$ cat src/rtl/capcmp_pkg.sv
package capcmp_pkg;
  localparam logic [3:0] MODE_OFF      = 4'b0000;
  localparam logic [3:0] MODE_CAP_FALL = 4'b0100;
  localparam logic [3:0] MODE_CAP_RISE = 4'b0101;
  localparam logic [3:0] MODE_CMP_HI   = 4'b1000;
  localparam logic [3:0] MODE_CMP_LO   = 4'b1001;
  localparam logic [3:0] MODE_CMP_FLAG = 4'b1010;
  localparam logic [3:0] MODE_CMP_SPEC = 4'b1011;

  function automatic logic is_prescaled(logic [3:0] m);
    return m[3:1] == 3'b011;
  endfunction

  function automatic logic is_compare(logic [3:0] m);
    return m[3:2] == 2'b10;
  endfunction
endpackage

$ cat src/rtl/capcmp_sync.sv
module capcmp_sync #(
  parameter int unsigned STAGES = 2
) (
  input  logic clk_i,
  input  logic rst_ni,
  input  logic pin_i,
  output logic rise_o,
  output logic fall_o
);
  // [STAGES-1:0] synchroniser, [STAGES] edge history
  logic [STAGES:0] sh_q;

  always_ff @(posedge clk_i or negedge rst_ni) begin
    if (!rst_ni) sh_q <= '0;
    else         sh_q <= {sh_q[STAGES-1:0], pin_i};
  end

  assign rise_o =  sh_q[STAGES-1] & ~sh_q[STAGES];
  assign fall_o = ~sh_q[STAGES-1] &  sh_q[STAGES];
endmodule

$ cat src/rtl/capcmp_presc.sv
module capcmp_presc #(
  parameter int unsigned DIV_LO = 4,
  parameter int unsigned DIV_HI = 16
) (
  input  logic clk_i,
  input  logic rst_ni,
  input  logic clr_i,
  input  logic en_i,
  input  logic sel_hi_i,
  input  logic rise_i,
  output logic fire_o
);
  localparam int unsigned CntW = (DIV_HI > 1) ? $clog2(DIV_HI) : 1;
  localparam logic [CntW-1:0] LastLo = CntW'(DIV_LO - 1);
  localparam logic [CntW-1:0] LastHi = CntW'(DIV_HI - 1);

  logic [CntW-1:0] cnt_q;
  logic            last;

  assign last   = cnt_q == (sel_hi_i ? LastHi : LastLo);
  assign fire_o = en_i & rise_i & last;

  always_ff @(posedge clk_i or negedge rst_ni) begin
    if (!rst_ni)              cnt_q <= '0;
    else if (clr_i)           cnt_q <= '0;
    else if (en_i && rise_i)  cnt_q <= last ? '0 : cnt_q + 1'b1;
  end
endmodule

$ cat src/rtl/capcmp_match.sv
module capcmp_match #(
  parameter int unsigned TW = 16
) (
  input  logic          clk_i,
  input  logic          rst_ni,
  input  logic          en_i,
  input  logic          clr_i,
  input  logic [TW-1:0] timer_i,
  input  logic [TW-1:0] ref_i,
  output logic          hit_o
);
  logic eq, seen_q;

  assign eq    = timer_i == ref_i;
  assign hit_o = en_i & eq & ~seen_q;

  // remembers that the current equal state was already acted on
  always_ff @(posedge clk_i or negedge rst_ni) begin
    if (!rst_ni)    seen_q <= 1'b0;
    else if (clr_i) seen_q <= 1'b0;
    else            seen_q <= en_i & eq;
  end
endmodule

$ cat src/rtl/capcmp_unit.sv
module capcmp_unit
  import capcmp_pkg::*;
#(
  parameter int unsigned TW        = 16,
  parameter int unsigned SYNC_STG  = 2,
  parameter int unsigned DIV_LO    = 4,
  parameter int unsigned DIV_HI    = 16
) (
  input  logic          clk_i,
  input  logic          rst_ni,
  input  logic          mode_we_i,
  input  logic [3:0]    mode_i,
  input  logic          reg_we_i,
  input  logic [TW-1:0] reg_wdata_i,
  input  logic          flag_clr_i,
  input  logic          irq_en_i,
  input  logic          adc_on_i,
  input  logic [TW-1:0] timer_i,
  input  logic          pin_i,
  output logic [TW-1:0] reg_o,
  output logic          pin_o,
  output logic          flag_o,
  output logic          irq_o,
  output logic          timer_clr_o,
  output logic          conv_start_o
);
  logic [3:0]    mode_q;
  logic [TW-1:0] reg_q;
  logic          flag_q, pin_q, tclr_q, conv_q;
  logic          rise, fall, presc_fire, hit, cap_fire, spec_hit;

  capcmp_sync #(.STAGES(SYNC_STG)) i_sync (
    .clk_i  (clk_i),
    .rst_ni (rst_ni),
    .pin_i  (pin_i),
    .rise_o (rise),
    .fall_o (fall)
  );

  capcmp_presc #(.DIV_LO(DIV_LO), .DIV_HI(DIV_HI)) i_presc (
    .clk_i    (clk_i),
    .rst_ni   (rst_ni),
    .clr_i    (mode_we_i | (mode_q == MODE_OFF)),
    .en_i     (is_prescaled(mode_q)),
    .sel_hi_i (mode_q[0]),
    .rise_i   (rise),
    .fire_o   (presc_fire)
  );

  capcmp_match #(.TW(TW)) i_match (
    .clk_i   (clk_i),
    .rst_ni  (rst_ni),
    .en_i    (is_compare(mode_q)),
    .clr_i   (mode_we_i),
    .timer_i (timer_i),
    .ref_i   (reg_q),
    .hit_o   (hit)
  );

  assign cap_fire = ((mode_q == MODE_CAP_FALL) & fall)
                  | ((mode_q == MODE_CAP_RISE) & rise)
                  | presc_fire;
  assign spec_hit = hit & (mode_q == MODE_CMP_SPEC);

  always_ff @(posedge clk_i or negedge rst_ni) begin
    if (!rst_ni) begin
      mode_q <= MODE_OFF;
      reg_q  <= '0;
      flag_q <= 1'b0;
      pin_q  <= 1'b0;
      tclr_q <= 1'b0;
      conv_q <= 1'b0;
    end else begin
      if (mode_we_i) mode_q <= mode_i;

      if (reg_we_i)      reg_q <= reg_wdata_i;
      else if (cap_fire) reg_q <= timer_i;

      if (cap_fire || hit) flag_q <= 1'b1;
      else if (flag_clr_i) flag_q <= 1'b0;

      if (mode_q == MODE_OFF)                  pin_q <= 1'b0;
      else if (hit && mode_q == MODE_CMP_HI)   pin_q <= 1'b1;
      else if (hit && mode_q == MODE_CMP_LO)   pin_q <= 1'b0;

      tclr_q <= spec_hit;
      conv_q <= spec_hit & adc_on_i;
    end
  end

  assign reg_o        = reg_q;
  assign pin_o        = pin_q;
  assign flag_o       = flag_q;
  assign irq_o        = flag_q & irq_en_i;
  assign timer_clr_o  = tclr_q;
  assign conv_start_o = conv_q;
endmodule

$ cat config.mk
export PLATFORM = sky130hd
export DESIGN_NAME = capcmp_unit
export DESIGN_NICKNAME = d
export VERILOG_FILES = /design/src/rtl/capcmp_pkg.sv /design/src/rtl/capcmp_sync.sv /design/src/rtl/capcmp_presc.sv /design/src/rtl/capcmp_match.sv /design/src/rtl/capcmp_unit.sv
export SDC_FILE = /design/constraint.sdc
export NUM_CORES = 1
export LEC_CHECK = 0
export BUFFER_PORTS_ARGS = -buffer_cell sky130_fd_sc_hd__buf_2
export CORE_ASPECT_RATIO = 0.75
export CORE_MARGIN = 1
export CORE_UTILIZATION = 50
export DETAILED_ROUTE_END_ITERATION = 8
export PLACE_DENSITY = 0.81
export SKIP_LAST_GASP = 1
export SLEW_MARGIN = 15
export SYNTH_ARGS = -nofsm -noshare
export SYNTH_HDL_FRONTEND = slang
export SYNTH_SLANG_ARGS = --single-unit
$ cat constraint.sdc
create_clock -name clk_i -period 3.7 [get_ports clk_i]
set_clock_uncertainty 0.1 [all_clocks]
set_input_delay 0.185 -clock clk_i [delete_from_list [all_inputs] [get_ports clk_i]]
set_output_delay 0.185 -clock clk_i [all_outputs]
set_load 0.01 [all_outputs]
==> results.tsv <==
stage	metric	value	unit
critical_path	R2R setup slack	1.75	ns
final_layout	Area Growth Syn to Fin	24.28	%
synthesis	syn avg cell area	9.981	um2
synthesis	xor-xnor portion of the synthesized cell area	8.116	%
sta	max-slew violations	0	
placement	# port buffers	64	
clock_network	postcts setup bufs	0	
critical_path	Bufs and invs on worst path	0	
die	Rows	18	
global_route	first-pass GRT wire length	5754	um
synthesis	post-synthesis cell count	173	
global_route	Total GRT Usage	20.99	%
synthesis	Syn Nets	218	
critical_path	Worst R2R Path Depth	5	
placement	pre-CTS setup slack	1.759	ns
critical_path	CP required	3.76	ns
clock_network	CTS H-Tree Depth	2	
synthesis	main combinational cell family by area after synthesis	simple AND/OR/NAND/NOR gates	
clock_network	post-cts resize count	0	
die	Die Y	52.89	um
route	vias per cell	5.196	
route	DR iter-0 viols	89	
sta	Final TNS setup	0	ns
synthesis	sequential share of the synthesized area	46.38	%
clock_network	cts bufs inserted	5	
critical_path	Crit path arrival time	2.01	ns
critical_path	worst r2r src	reg_o[13]$_DFFE_PN0P_	
sta	slew at the pin closest to its max-slew limit	0.7302	ns
sta	Rel. slew slack	51.32	%
die	Die Area	3695	um2
sta	Final Cycle Share	52.69	%
final_layout	nets	285	
die	core box area	3288	um2
power	VDD IR-drop max	225.0	uV
clock_network	post-cts hold buffer count	2	
clock_network	Clk Latency, worst-skew pair	0.28	ns
critical_path	crit-path max FO	4	
critical_path	Worst path slowest cell	or4_4	
sta	final hold viol count	0	
route	final WL	3600	um
die	die width	69.86	um
route	DRC	0	
power	Cell Pwr Density	373.7	nW/um2
critical_path	critical path's top delay family	simple AND/OR/NAND/NOR gates	
synthesis	synthesized-area fraction occupied by adder cells	0.7246	%
clock_network	clock root buffer	clkbuf_8	
critical_path	Setup CP Type	flop to flop	
critical_path	CP max stage delay	0.54	ns
sta	final setup vio count	0	
sta	Setup WS post-layout	1.750	ns
clock_network	CTS tree	done	
final_layout	share of cells above drive strength 1	38.33	%
sta	fin crit period	1.950	ns
synthesis	cell area after synthesis	1727	um2
status	status	finished clean	
critical_path	r2r endpoint	pin_o$_DFFE_PN0P_	
min_path	min-delay src	mode_i[3]	
route	vias post-DR	1455	
global_route	largest net degree at the start of global routing	33	
sta	setup repair after global routing missed its margin	no	
global_route	number of global-route vias before repair	1297	
placement	HPWL Detailed	2691	um
sta	Fmax	512.9	MHz
route	drt wl/cell	12.86	um
synthesis	Post-Synth Simple-Gate Area	21.23	%
die	Starting Density	52.51	%
clock_network	maximum clock insertion buffer count	2	
critical_path	Worst setup EP type	flop	
flow_run	max-cap violations	0	
clock_network	clock sinks	32	
route	drt first pass iters	4	
synthesis	Synth Area in Compound Gates	16.74	%
route	ANT nets after route	0	
min_path	Hold EP	mode_q[3]$_DFFE_PN0P_	
global_route	gr ovfl total	0	
min_path	worst min-delay path category	input port to flop	
min_path	WHS Path Cells	2	
critical_path	worst path cell trace	xor2_1, nor4_1, nand4b_1, or4_4, mux2i_1	
synthesis	multiplexer area fraction after synthesis	3.768	%
synthesis	synthesized flop and latch total	32	
die	I/O pin total	65	
clock_network	Clock transition at path regs	0.06	ns
placement	Placer Congestion	0.8743	
global_route	initial antenna violation count	0	
synthesis	Ys Warns	0	
final_layout	Ant. Diodes	0	
power	cell leakage power	1.037	nW
synthesis	Netlist cell types	32	
critical_path	Worst setup SP type	flop	
-- layout by cell type (no fill, tap or decap), drive strengths merged, types with 2 or more instances in the layout --
master and count:
a21oi 37, and3 2, buf 64, clkbuf 6
dfrtp 32, dlygate4sd3 2, mux2 4, mux2i 2
nand2 21, nand2b 3, nand3 2, nand3b 3
nand4b 2, nor2 6, nor2b 16, nor3 3
nor4 5, o21ai 4, xnor2 4, xor2 12
-- synth_stat cells --
master	count	area share, %
xnor2_1	4	2.0
nor4_1	5	1.8
nor3_1	2	0.58
or3b_1	1	0.51
xor2_1	12	6.1
clkbuf_1	2	0.43
nand4b_1	2	1.0
a211oi_2	1	0.72
a21oi_2	13	6.6
mux2_2	4	2.6
dfrtp_1	32	46
buf_2	2	0.58
buf_6	1	0.65
nor2b_1	16	5.8
inv_1	1	0.22
a21oi_1	24	7.0
nand2b_1	3	1.1
mux2i_1	2	1.2
o21ai_0	4	1.2
a21o_4	1	0.87
nor2_1	6	1.3
o21a_1	1	0.43
nand3_1	2	0.58
or4_4	1	0.65
nand2_1	21	4.6
or2_2	1	0.36
and3_1	2	0.72
and2_1	1	0.36
nor3_2	1	0.58
buf_12	1	1.2
ha_1	1	0.72
nand3b_1	3	1.3
-- worst max-delay path by stage --
stage / from / to / cells past startpoint
floorplan: reg_o[0]$_DFFE_PN0P_ / pin_o$_DFFE_PN0P_ / 5
global placement: reg_o[0]$_DFFE_PN0P_ / pin_o$_DFFE_PN0P_ / 5
detailed placement: mode_q[0]$_DFFE_PN0P_ / reg_o[6]$_DFFE_PN0P_ / 5
CTS: reg_o[0]$_DFFE_PN0P_ / pin_o$_DFFE_PN0P_ / 5
global route: mode_q[0]$_DFFE_PN0P_ / reg_o[6]$_DFFE_PN0P_ / 5
finish: reg_o[13]$_DFFE_PN0P_ / pin_o$_DFFE_PN0P_ / 5
-- logic make-up (layout without fill, tap and decap cells) --
logic type | Yosys count | in the layout
adder cells (fa/ha/maj) | 1 | 1
XOR/XNOR | 16 | 16
multiplexers | 6 | 6
AND/OR/NAND/NOR | 67 | 67
AO/OA/AOI/OAI | 44 | 44
buffers and inverters | 7 | 74
flip-flops | 32 | 32
-- final cells by class --
class / instances / area, um2
inverter: 1 / 3.754
sequential: 32 / 800.8
clock inverter: 1 / 5.005
multi-input combinational: 134 / 873.3
fill: 283 / 1142
clock buffer: 6 / 72.57
tap: 40 / 50.05
timing repair buffer: 66 / 340.3
-- registers in the layout, summed over array words and instances (netlist names) --
name / count
conv_start_o: 1
flag_o: 1
i_match.seen_q: 1
i_presc.cnt_q: 4
i_sync.sh_q: 3
mode_q: 4
pin_o: 1
reg_o: 16
timer_clr_o: 1
-- power by group --
part	internal, W	switching, W
registers	0.000376	0.0000274
logic	0.0000729	0.0000792
clock network	0.000128	0.000119
-- per-layer routing --
layer | GRT usage (%) | wire length, um
met1 | 27.13 | 1714
met2 | 33.49 | 1629
met3 | 5.905 | 207
met4 | 9.000 | 48
met5 | 0 | 0
-- worst reg2reg max path: cells and delay by family, from the launching register on --
kind,cells,cell delay (ns)
DFF,1,0.41
and+or+nand+nor,3,1.03
xor gates and xnor gates,1,0.15
muxes,1,0.14
-- stage by stage --
| stage | cells | hold WS [ns] | util (%) | instance area [um2] | power, W |
|---|---|---|---|---|---|
| after floorplan | 173 | -0.2106 | - | 1727 | 0.0004943 |
| after global placement | 271 | 0.1731 | 62.29 | 2048 | 0.0005568 |
| after detailed placement | 271 | 0.1684 | 62.29 | 2048 | 0.0005601 |
| after CTS | 280 | 0.02867 | 65.26 | 2146 | 0.0008090 |
| after global routing | 280 | 0.02451 | 65.26 | 2146 | 0.0008468 |
| final | 280 | 0.03511 | 65.26 | 2146 | 0.0008019 |
(Power assumes the default switching activity.)
